`src/rtl/rom_search_accel_pkg.sv`:
```
package rom_search_accel_pkg;

  typedef enum logic [1:0] {
    ST_IDLE = 2'd0,
    ST_REQ  = 2'd1,
    ST_WAIT = 2'd2
  } ctrlState_e;

  typedef enum logic [1:0] {
    PH_TRUE  = 2'd0,
    PH_COMP  = 2'd1,
    PH_WRITE = 2'd2
  } slotPhase_e;

  // strobes from control to datapath
  typedef struct packed {
    logic loadTx;
    logic capTrue;
    logic resolve;
    logic finish;
    logic abort;
  } dpStrobe_t;

endpackage

```
`src/rtl/rom_search_accel_ctrl.sv`:
```
module rom_search_accel_ctrl
  import rom_search_accel_pkg::*;
#(
  parameter int STEPS = 4,
  parameter int IDX_W = 2
) (
  input  logic             clk,
  input  logic             rstN,
  input  logic             searchEn,
  input  logic             wrValid,
  input  logic             slotDone,
  output dpStrobe_t        strobe,
  output logic [IDX_W-1:0] bitIdx,
  output logic             slotReq,
  output logic             slotWrite
);

  localparam logic [IDX_W-1:0] LAST_IDX = IDX_W'(STEPS - 1);

  ctrlState_e state, stateNext;
  slotPhase_e phase, phaseNext;
  logic [IDX_W-1:0] idxNext;

  always_comb begin
    stateNext = state;
    phaseNext = phase;
    idxNext   = bitIdx;
    strobe    = '0;
    if (!searchEn) begin
      strobe.abort = 1'b1;
      stateNext    = ST_IDLE;
    end else begin
      unique case (state)
        ST_IDLE: begin
          if (wrValid) begin
            strobe.loadTx = 1'b1;
            idxNext       = '0;
            phaseNext     = PH_TRUE;
            stateNext     = ST_REQ;
          end
        end
        ST_REQ: stateNext = ST_WAIT;
        ST_WAIT: begin
          if (slotDone) begin
            unique case (phase)
              PH_TRUE: begin
                strobe.capTrue = 1'b1;
                phaseNext      = PH_COMP;
                stateNext      = ST_REQ;
              end
              PH_COMP: begin
                strobe.resolve = 1'b1;
                phaseNext      = PH_WRITE;
                stateNext      = ST_REQ;
              end
              default: begin
                if (bitIdx == LAST_IDX) begin
                  strobe.finish = 1'b1;
                  stateNext     = ST_IDLE;
                end else begin
                  idxNext   = bitIdx + 1'b1;
                  phaseNext = PH_TRUE;
                  stateNext = ST_REQ;
                end
              end
            endcase
          end
        end
        default: stateNext = ST_IDLE;
      endcase
    end
  end

  always_ff @(posedge clk) begin
    if (!rstN) begin
      state  <= ST_IDLE;
      phase  <= PH_TRUE;
      bitIdx <= '0;
    end else begin
      state  <= stateNext;
      phase  <= phaseNext;
      bitIdx <= idxNext;
    end
  end

  assign slotReq   = (state == ST_REQ) && searchEn;
  assign slotWrite = (phase == PH_WRITE);

endmodule

```
`src/rtl/rom_search_accel_dpath.sv`:
```
module rom_search_accel_dpath
  import rom_search_accel_pkg::*;
#(
  parameter int STEPS  = 4,
  parameter int IDX_W  = 2,
  parameter int BYTE_W = 8,
  parameter int XCHG   = 16,
  parameter int CNT_W  = 4
) (
  input  logic              clk,
  input  logic              rstN,
  input  dpStrobe_t         strobe,
  input  logic [IDX_W-1:0]  bitIdx,
  input  logic [BYTE_W-1:0] wrData,
  input  logic              slotRdBit,
  input  logic              irqEn,
  input  logic              rdAck,
  output logic [BYTE_W-1:0] rxData,
  output logic              rxFull,
  output logic              irq,
  output logic              searchErr,
  output logic              slotWrBit
);

  localparam logic [CNT_W-1:0] LAST_XCHG = CNT_W'(XCHG - 1);

  logic [BYTE_W-1:0] txReg;
  logic              trueBit;
  logic [STEPS-1:0]  pathVec;
  logic [STEPS-1:0]  discVec;
  logic [CNT_W-1:0]  nibbleCnt;
  logic [BYTE_W-1:0] packed_reply;
  logic              prefBit;
  logic              newPath;
  logic              newDisc;

  // odd byte bits hold the preferred direction of each step
  assign prefBit = txReg[{bitIdx, 1'b1}];

  always_comb begin
    if (trueBit != slotRdBit) begin
      newPath = trueBit;
      newDisc = 1'b0;
    end else if (trueBit) begin
      newPath = 1'b1;
      newDisc = 1'b1;
    end else begin
      newPath = prefBit;
      newDisc = 1'b1;
    end
  end

  for (genvar k = 0; k < STEPS; k++) begin : g_pack
    assign packed_reply[2*k+1] = pathVec[k];
    assign packed_reply[2*k]   = discVec[k];
  end

  always_ff @(posedge clk) begin
    if (!rstN) begin
      txReg   <= '0;
      trueBit <= 1'b0;
      pathVec <= '0;
      discVec <= '0;
    end else begin
      if (strobe.loadTx) begin
        txReg   <= wrData;
        pathVec <= '0;
        discVec <= '0;
      end
      if (strobe.capTrue) trueBit <= slotRdBit;
      if (strobe.resolve) begin
        pathVec[bitIdx] <= newPath;
        discVec[bitIdx] <= newDisc;
      end
    end
  end

  always_ff @(posedge clk) begin
    if (!rstN) begin
      rxData <= '0;
      rxFull <= 1'b0;
    end else if (strobe.finish) begin
      rxData <= packed_reply;
      rxFull <= 1'b1;
    end else if (rdAck) begin
      rxFull <= 1'b0;
    end
  end

  always_ff @(posedge clk) begin
    if (!rstN) begin
      nibbleCnt <= '0;
      searchErr <= 1'b0;
    end else if (strobe.abort) begin
      nibbleCnt <= '0;
      searchErr <= 1'b0;
    end else if (strobe.finish) begin
      nibbleCnt <= nibbleCnt + 1'b1;
      if (nibbleCnt == LAST_XCHG && pathVec[STEPS-1] && discVec[STEPS-1])
        searchErr <= 1'b1;
    end
  end

  assign irq       = rxFull & irqEn;
  assign slotWrBit = pathVec[bitIdx];

endmodule

```
`src/rtl/rom_search_accel.sv`:
```
module rom_search_accel
  import rom_search_accel_pkg::*;
#(
  parameter int STEPS   = 4,
  parameter int ID_BITS = 64
) (
  input  logic         clk,
  input  logic         rstN,
  input  logic         searchEn,
  input  logic         irqEn,
  input  logic         wrValid,
  input  logic [7:0]   wrData,
  input  logic         rdAck,
  output logic [7:0]   rxData,
  output logic         rxFull,
  output logic         irq,
  output logic         searchErr,
  output logic         slotReq,
  output logic         slotWrite,
  output logic         slotWrBit,
  input  logic         slotDone,
  input  logic         slotRdBit
);

  localparam int BYTE_W = 2 * STEPS;
  localparam int XCHG   = ID_BITS / STEPS;
  localparam int IDX_W  = (STEPS > 1) ? $clog2(STEPS) : 1;
  localparam int CNT_W  = (XCHG > 1) ? $clog2(XCHG) : 1;

  dpStrobe_t        strobe;
  logic [IDX_W-1:0] bitIdx;

  rom_search_accel_ctrl #(
    .STEPS(STEPS),
    .IDX_W(IDX_W)
  ) u_ctrl (
    .clk      (clk),
    .rstN     (rstN),
    .searchEn (searchEn),
    .wrValid  (wrValid),
    .slotDone (slotDone),
    .strobe   (strobe),
    .bitIdx   (bitIdx),
    .slotReq  (slotReq),
    .slotWrite(slotWrite)
  );

  rom_search_accel_dpath #(
    .STEPS (STEPS),
    .IDX_W (IDX_W),
    .BYTE_W(BYTE_W),
    .XCHG  (XCHG),
    .CNT_W (CNT_W)
  ) u_dpath (
    .clk      (clk),
    .rstN     (rstN),
    .strobe   (strobe),
    .bitIdx   (bitIdx),
    .wrData   (wrData[BYTE_W-1:0]),
    .slotRdBit(slotRdBit),
    .irqEn    (irqEn),
    .rdAck    (rdAck),
    .rxData   (rxData[BYTE_W-1:0]),
    .rxFull   (rxFull),
    .irq      (irq),
    .searchErr(searchErr),
    .slotWrBit(slotWrBit)
  );

endmodule

```
`config.mk`:
```
export PLATFORM = sky130hd
export DESIGN_NAME = rom_search_accel
export DESIGN_NICKNAME = d
export VERILOG_FILES = /design/src/rtl/rom_search_accel_pkg.sv /design/src/rtl/rom_search_accel_ctrl.sv /design/src/rtl/rom_search_accel_dpath.sv /design/src/rtl/rom_search_accel.sv
export SDC_FILE = /design/constraint.sdc
export NUM_CORES = 1
export LEC_CHECK = 0
export BUFFER_PORTS_ARGS = -buffer_cell sky130_fd_sc_hd__buf_4
export CAP_MARGIN = 25
export CORE_ASPECT_RATIO = 1.25
export CORE_UTILIZATION = 51
export CTS_CLUSTER_DIAMETER = 150
export DETAILED_ROUTE_END_ITERATION = 12
export PLACE_DENSITY = 0.86
export SETUP_SLACK_MARGIN = 0.15
export SKIP_CTS_REPAIR_TIMING = 1
export SYNTH_ARGS = -nofsm -noshare
export SYNTH_HDL_FRONTEND = slang
export SYNTH_HIERARCHICAL = 1
export SYNTH_SLANG_ARGS = --single-unit
```
`constraint.sdc`:
```
create_clock -name clk -period 2.64 [get_ports clk]
set_input_delay 0.132 -clock clk [delete_from_list [all_inputs] [get_ports clk]]
set_output_delay 0.132 -clock clk [all_outputs]
set_load 0.01 [all_outputs]
```
==> results.toml, run 1 <==
[grt]
grt_max_degree = 29
grt_overflow_total = 0
antenna_found_initial = 0
grt_pass1_wl_mm = 4.82
groute.usage.overall_pct = 20.4
grt_pass1_vias = 1135

[timing]
finalSetupTns_ns = 0
holdWs_ns = 0.0648
finalCriticalPeriod_ns = 1.97
drv_slew = 0
max_freq_ghz = 0.507
slew_headroom_pct = 54.7
tightest_slew_ns = 0.663
finalSetupViolCount = 0
hold_viol = 0
rsz0062_at_grt = "no"
skew_ns = 0.00452
finalCritPeriodShare_pct = 74.7

[layout]
area_growth_pct = 18.3
diodes = 0
fin_nets = 198
final_cells = 214
final_core_util_pct = 64.8
drive_gt1_share_pct = 20.0

[die]
die_h_um = 62.3
die_w_um = 50.2
dieArea_um2 = 3130
ios = 30
start_util_pct = 54.7
core_area_um2 = 2710
rows = 21

[worst_setup_path]
r2r_start = "u_ctrl/state[1]"
regToRegSetupSlack_ns = 0.67
critPathMaxFanout = 8
arrival_ns = 2.20
r2r_cells = 6
end_kind = "register"
required_ns = 2.87
critPathKind = "reg -> reg"
rr_endpoint = "u_dpath/discVec[0]"
cp-start-kind = "register"

[route]
drt_iter0_drc = 39
wl_mm = 2.87
wl_per_cell_um = 13.4
first_pass_iters = 4
drc = 0
vias = 1213
ant_nets = 0
detail_route.vias_per_cell = 5.67

[placed_design]
dp_cells = 207
dpl.hpwl_mm = 2.08
routabilityCongestion = 0.814
io_buffers = 25

[clocking]
cts.sinks = 33
htree_levels = 2
cts_root_buffer = "clkbuf_4"
clk_pin_slew_worst_paths_ns = 0.09
clk_latency_ns = 0.32
cts_tree = "yes"
clk_path_buf_depth = 2
cts_buffers = 5

[synthesis]
synthTopCellsByArea = "dfxtp_1 (45%), mux2i_1 (10%), nor2b_1 (7.2%)"
yosysTopAreaCellShare_pct = 44.6
synthTopCellsByCount = "dfxtp_1 (33), nor2b_1 (17), mux2i_1 (15), nor2_1 (13)"
synth_nets = 170
yosysMostFrequentCell = "dfxtp_1"
synth_top_area_cell = "dfxtp_1"
ys_ff_latch = 33
async_flop_share_pct = 0
synth_edf_count = 0
ys_warn_count = 6
ys_types = 38
synthesis.area_um2 = 1480
avgSynthCellArea_um2 = 9.75
synthCells = 152
synth_flop_cell = "dfxtp_1"
seq_area_frac_synth_pct = 44.6

[pwr]
p_per_area_nw_per_um2 = 481
ir_worst_vdd_mv = 0.329
power_leakage_nw = 0.695

[run_status]
status = "completed"

[run]
maxCapViolations = 0

[hold_path]
hold_end = "u_dpath/txReg[1]"
holdCritPathClass = "in -> reg"
whs_path_depth = 3
hold_start = "wrData[1]"
[registers in the layout, indices dropped and copies added (netlist names)]
name / count
u_dpath/rxData: 8
u_dpath/discVec: 4
u_dpath/nibbleCnt: 4
u_dpath/pathVec: 4
u_dpath/txReg: 4
u_ctrl/bitIdx: 2
u_ctrl/phase: 2
u_ctrl/state: 2
u_dpath/rxFull: 1
u_dpath/searchErr: 1
u_dpath/trueBit: 1
[cells by family (layout without fill, tap and decap cells)]
kind of cell / count (synthesis) / after routing / share of synthesized area [%]
flops: 33 / 33 / 44.6
buf+inv: 10 / 38 / 3.21
xor+xnor: 4 / 4 / 2.37
compound gates: 20 / 20 / 9.54
fa+ha+maj: 2 / 2 / 1.69
simple gates: 66 / 66 / 25.9
mux: 17 / 17 / 12.7
[how the worst max path moves through the flow]
stage                    start                  to  slack [ns]
2_1_floorplan  u_ctrl/state[1]  u_dpath/discVec[0]        0.81
3_3_place_gp   u_ctrl/state[1]  u_dpath/discVec[0]        0.69
3_5_place_dp   u_ctrl/state[1]  u_dpath/discVec[0]        0.69
4_1_cts        u_ctrl/state[1]  u_dpath/discVec[0]        0.67
5_1_grt        u_ctrl/state[1]  u_dpath/discVec[0]        0.56
6_report       u_ctrl/state[1]  u_dpath/discVec[0]        0.67
[layout by cell type (no fill, tap or decap), types with 2 or more instances in the layout]
cell	count
dfxtp_1	33
buf_4	28
nor2b_1	17
mux2i_1	15
nor2_1	13
nand2b_1	6
o21a_1	6
clkbuf_4	5
nand2_1	5
nand3_1	5
o31ai_1	4
and3b_1	4
inv_1	3
and3_1	3
xor2_1	3
nor4_1	2
o22ai_1	2
a31oi_1	2
o21ai_0	2
ha_1	2
nand3b_1	2
nor3_1	2
[power by group]
group / leakage [nW] / total [mW] / internal [mW] / switching [mW]
Sequential: 0.266 / 0.508 / 0.503 / 0.00499
Combinational: 0.397 / 0.0594 / 0.0294 / 0.0299
Clock: 0.0314 / 0.276 / 0.126 / 0.151
Total: 0.695 / 0.843 / 0.658 / 0.185
[metrics by stage]
step / instance area, µm² / power, mW / setup WS, ns
after floorplan: 1480 / 0.552 / 0.811
after global placement: 1700 / 0.576 / 0.693
after detailed placement: 1700 / 0.579 / 0.693
after CTS: 1750 / 0.856 / 0.668
after global routing: 1750 / 0.885 / 0.558
final: 1750 / 0.843 / 0.669
[worst max-delay path, stage by stage, from the launching register on]
cell and delay, ns:
dfxtp_1 0.47, nand2b_1 0.15, nor4b_1 0.34, buf_4 0.19, or3b_4 0.39, and3b_1 0.18
o21a_1 0.16
[routing by layer]
layer | global-route usage [%] | vias to the layer above | share of wire, %
li1 | - | 595 | -
met1 | 23.4 | 575 | 42
met2 | 33.5 | 37 | 52
met3 | 5.15 | 6 | 4.4
met4 | 11.8 | 0 | 1.8
met5 | 0 | - | 0
[cell type report]
cell class              count  area, µm²
clock buffers               7       55.1
multi-input cells         109        773
fillers                   230        953
inverters                   3       11.3
well taps                  34       42.5
flip-flops and latches     33        661
repair buffers             28        210
No activity file was read; power rests on OpenSTA's default activity.
==> inputs of run 2 (changes only) <==
clock period = 2 ns   (was 2.64 ns; I/O delays follow)
==> results.toml, run 2 (same netlist as run 1, synthesis figures left out) <==
[run]
maxCapViolations = 0

[worst_setup_path]
regToRegSetupSlack_ns = 0.20
cp_slowest_cell = "or3b_4"
cp-start-kind = "register"
cp.depth = 5
critPathMaxFanout = 6
required_ns = 2.23
cp_top_family = "simple AND/OR/NAND/NOR gates"
rr_endpoint = "u_dpath/discVec[0]"
cpPeakStageDelay_ns = 0.44
cp-startpoint = "u_ctrl/state[0]"
cp_cell_sequence = "nand2b_1 -> nor4b_2 -> or3b_4 -> and3b_1 -> o21a_1"
arrival_ns = 2.03
critPathKind = "reg -> reg"
r2r_cells = 5
crit_end = "u_dpath/discVec[0]"
end_kind = "register"
crit_buf_inv = 0
r2r_start = "u_ctrl/state[0]"

[die]
dieArea_um2 = 3130
ios = 30
die_w_um = 50.2
die_h_um = 62.3
start_util_pct = 54.7
rows = 21
core_area_um2 = 2710

[clocking]
clk_latency_ns = 0.32
htree_levels = 2
cts_root_buffer = "clkbuf_4"
clk_pin_slew_worst_paths_ns = 0.09
cts.sinks = 33
clk_path_buf_depth = 2
cts_tree = "yes"
cts_buffers = 5

[route]
drc = 0
detail_route.vias_per_cell = 5.55
first_pass_iters = 4
ant_nets = 0
wl_mm = 3.01
wl_per_cell_um = 13.9
vias = 1198
drt_iter0_drc = 24

[timing]
skew_ns = 0.00519
slew_headroom_pct = 55.0
fin_ws_ns = 0.197
rsz0062_at_grt = "yes"
hold_viol = 0
tightest_slew_ns = 0.659
finalSetupViolCount = 0
finalCriticalPeriod_ns = 1.80
finalCritPeriodShare_pct = 90.2
holdWs_ns = 0.0324
drv_slew = 0
finalSetupTns_ns = 0
max_freq_ghz = 0.555

[placed_design]
routabilityCongestion = 0.837
pre_cts_slack_ns = 0.107
io_buffers = 25
dpl.hpwl_mm = 2.16

[grt]
grt_util_met3_pct = 7.84
grt_max_degree = 29
groute.usage.overall_pct = 21.0
grt_overflow_total = 0
met1_usage_pct = 22.8
antenna_found_initial = 0
grt_pass1_wl_mm = 4.96
grt_pass1_vias = 1175
met2_usage_pct = 36.0
grt.busiest_layer = "met2"

[pwr]
p_per_area_nw_per_um2 = 625
ir_worst_vdd_mv = 0.469
finalPower_mw = 1.12
power_leakage_nw = 0.709

[layout]
drive_gt1_share_pct = 22.0
layout_common_cells = "dfxtp_1 (32), buf_4 (29), nor2b_1 (17)"
final_common_cell = "dfxtp_1"
largest_reg_flops = 8
final_core_util_pct = 66.1
layout.area.seq_um2 = 662
diodes = 0
largest_register = "u_dpath/rxData"
area_growth_pct = 20.7
fin_nets = 200
multi_input_area_um2 = 779
n_fill_cell = 229

[run_status]
status = "completed"

[hold_path]
holdCritPathClass = "in -> reg"
whs_path_depth = 3
[run 2: cell types whose count changed in the layout (fill, tap and decap cells not counted), sizes merged]
cell and change:
buf +2
[run 2: how the worst min path moves through the flow]
stage	slack, ns	end	startpoint
finish	0.03	u_dpath/txReg[1]	wrData[1]
global route	0.02	u_ctrl/state[1]	searchEn
CTS	0.02	u_dpath/txReg[1]	wrData[1]
detailed placement	0.37	u_dpath/txReg[1]	wrData[1]
global placement	0.36	u_dpath/txReg[1]	wrData[1]
floorplan	0.22	u_ctrl/phase[0]	rstN
[run 2: metrics by stage]
stage,std cells,instance area [µm²]
detailed placement,209,1730
floorplan,152,1480
global route,216,1790
finish,216,1790
global placement,209,1730
CTS,216,1780
[run 2: tightest hold or removal path: stages]
cell	delay, ns
buf_4	0.08
mux2i_1	0.05
nor2b_1	0.09
[run 2: final cells by class]
cell class | count | share of cell area [%]
tap | 34 | 2.38
timing repair buffer | 30 | 13.3
sequential | 33 | 37.0
clock buffer | 7 | 3.08
inverter | 3 | 0.630
multi-input combinational | 109 | 43.6
[run 2: metal layers]
layer,vias up,routed length [µm]
met5,-,0
met4,0,51
met3,6,122
met2,32,1560
met1,562,1270
li1,598,-
[run 2: power breakdown]
part | total, mW | internal (mW) | switching [mW]
Sequential | 0.670 | 0.663 | 0.00621
Clock | 0.368 | 0.166 | 0.202
Combinational | 0.0805 | 0.0394 | 0.0411
==> inputs of run 3 (changes only) <==
ABC_AREA = 1   (was not set)
==> results.toml, run 3 <==
[timing]
hold_viol = 1
drv_slew = 0
finalCriticalPeriod_ns = 1.63
max_freq_ghz = 0.613
slew_headroom_pct = 77.2
rsz0062_at_grt = "no"
finalSetupViolCount = 0
holdWs_ns = -0.00919
skew_ns = 0.00610
finalCritPeriodShare_pct = 81.5
finalSetupTns_ns = 0
tightest_slew_ns = 0.339

[worst_setup_path]
required_ns = 2.29
end_kind = "register"
critPathKind = "reg -> reg"
cp_cell_sequence = "ha_1 -> nand3_1 -> nor3_1 -> buf_12 -> nand2_1 -> nor3_1 -> a31oi_1 -> nor2_1"
arrival_ns = 1.92
cp_slowest_cell = "dfxtp_1"
critPathMaxFanout = 17
crit_buf_inv = 1
crit_path_frequent_cell = "nor3_1"
cp-start-kind = "register"
cp_top_family = "simple AND/OR/NAND/NOR gates"
cpPeakStageDelay_ns = 0.35

[grt]
grt_overflow_total = 0
grt_max_degree = 26
grt_pass1_vias = 1333
antenna_found_initial = 0
grt_pass1_wl_mm = 5.35
groute.usage.overall_pct = 22.2

[synthesis]
ys_ff_latch = 33
synth_flop_cell = "dfxtp_1"
synth_edf_count = 0
yosysMostFrequentCell = "nand2_1"
ys_types = 31
synthTopCellsByCount = "nand2_1 (39), dfxtp_1 (33), nor2_1 (33), inv_1 (32), a21oi_1 (18)"
seq_area_frac_synth_pct = 43.1
synthTopCellsByArea = "dfxtp_1 (43%), nand2_1 (9.6%), nor2_1 (8.1%)"
synthesis.area_um2 = 1530
synthCells = 217
avgSynthCellArea_um2 = 7.06
yosysTopAreaCellShare_pct = 43.1
async_flop_share_pct = 0
synth_top_area_cell = "dfxtp_1"
synth_nets = 235
ys_warn_count = 6

[die]
die_h_um = 63.3
ios = 30
dieArea_um2 = 3230
start_util_pct = 55.6
die_w_um = 51.0
rows = 21
core_area_um2 = 2760

[clocking]
clk_path_buf_depth = 2
cts.sinks = 33
clk_pin_slew_worst_paths_ns = 0.10
cts_tree = "yes"
clk_latency_ns = 0.35
cts_buffers = 5
htree_levels = 2
cts_root_buffer = "clkbuf_4"

[placed_design]
routabilityCongestion = 0.890
io_buffers = 25
place_area_um2 = 1780
dpl.hpwl_mm = 2.19

[route]
ant_nets = 0
first_pass_iters = 4
drt_iter0_drc = 31
drc = 0
wl_per_cell_um = 10.6
vias = 1408
wl_mm = 3.04
detail_route.vias_per_cell = 4.89

[layout]
final_common_cell = "nand2_1"
fin_area_um2 = 1870
n_fill_cell = 268
largest_register = "u_dpath/rxData"
drive_gt1_share_pct = 21.7
layout_common_cells = "nand2_1 (39), nor2_1 (33), dfxtp_1 (33)"
largest_reg_flops = 8
fin_nets = 271
diodes = 0
area_growth_pct = 22.2

[run]
maxCapViolations = 0

[pwr]
ir_worst_vdd_mv = 0.467
power_leakage_nw = 0.865
p_per_area_nw_per_um2 = 621

[run_status]
violations = "negative hold slack"
status = "complete, but fails checks"

[hold_path]
holdCritPathClass = "in -> reg"
==> run 3: tightest hold or removal path, stage by stage <==
cell,delay [ns]
buf_4,0.08
inv_1,0.03
nand2_1,0.05
a21oi_1,0.05
==> run 3: stage by stage <==
| step | utilization [%] | setup slack (ns) | std cells | hold slack, ns | power, mW |
|---|---|---|---|---|---|
| after detailed placement | 64.4 | 0.385 | 276 | 0.328 | 0.802 |
| final | 67.9 | 0.369 | 288 | -0.00919 | 1.16 |
| after global placement | 64.4 | 0.415 | 276 | 0.320 | 0.799 |
| after floorplan | - | 0.489 | 217 | 0.221 | 0.761 |
| after global routing | 67.9 | 0.196 | 288 | 0.0000367 | 1.22 |
| after CTS | 66.4 | 0.366 | 284 | -0.0491 | 1.17 |
==> run 3: cell families after synthesis <==
kind of cell / count (synthesis) / share of synthesized area, %
adder cells (fa/ha/maj): 2 / 1.63
AO/OA/AOI/OAI: 42 / 14.9
buffers and inverters: 39 / 10.5
XOR/XNOR: 2 / 1.14
flip-flops: 33 / 43.1
AND/OR/NAND/NOR: 99 / 28.7
==> run 3: area by class of cell <==
type,instances,area [µm²],share of cell area [%]
flip-flops and latches,33,661,35.3
clock buffers,5,37.5,2.00
clock inverters,3,17.5,0.935
multi-input cells,145,711,37.9
repair buffers,33,270,14.4
inverters,35,134,7.15
well taps,34,42.5,2.27
==> run 3: metal layers <==
metal  vias to the layer above  GRT usage (%)  wire length (µm)
met5                         -              0                 0
met4                         0           14.9                72
met3                         7           7.73               131
met2                        24           36.2              1500
met1                       621           23.3              1340
li1                        756              -                 -
==> run 3: final timing paths <==
check / cells after the start / slack (ns) / to / start
setup reg to reg: 8 / 0.37 / u_dpath/searchErr / u_ctrl/bitIdx[0]
hold reg to reg: 2 / 0.47 / u_dpath/discVec[2] / u_dpath/discVec[2]
setup / recovery: 8 / 0.37 / u_dpath/searchErr / u_ctrl/bitIdx[0]
hold / removal: 4 / -0.009 / u_dpath/rxFull / rdAck
==> run 3: where the power goes <==
group	internal, mW	total, mW	switching [mW]
logic	0.0487	0.117	0.0678
registers	0.668	0.677	0.00884
clock network	0.132	0.370	0.238
total	0.849	1.16	0.315
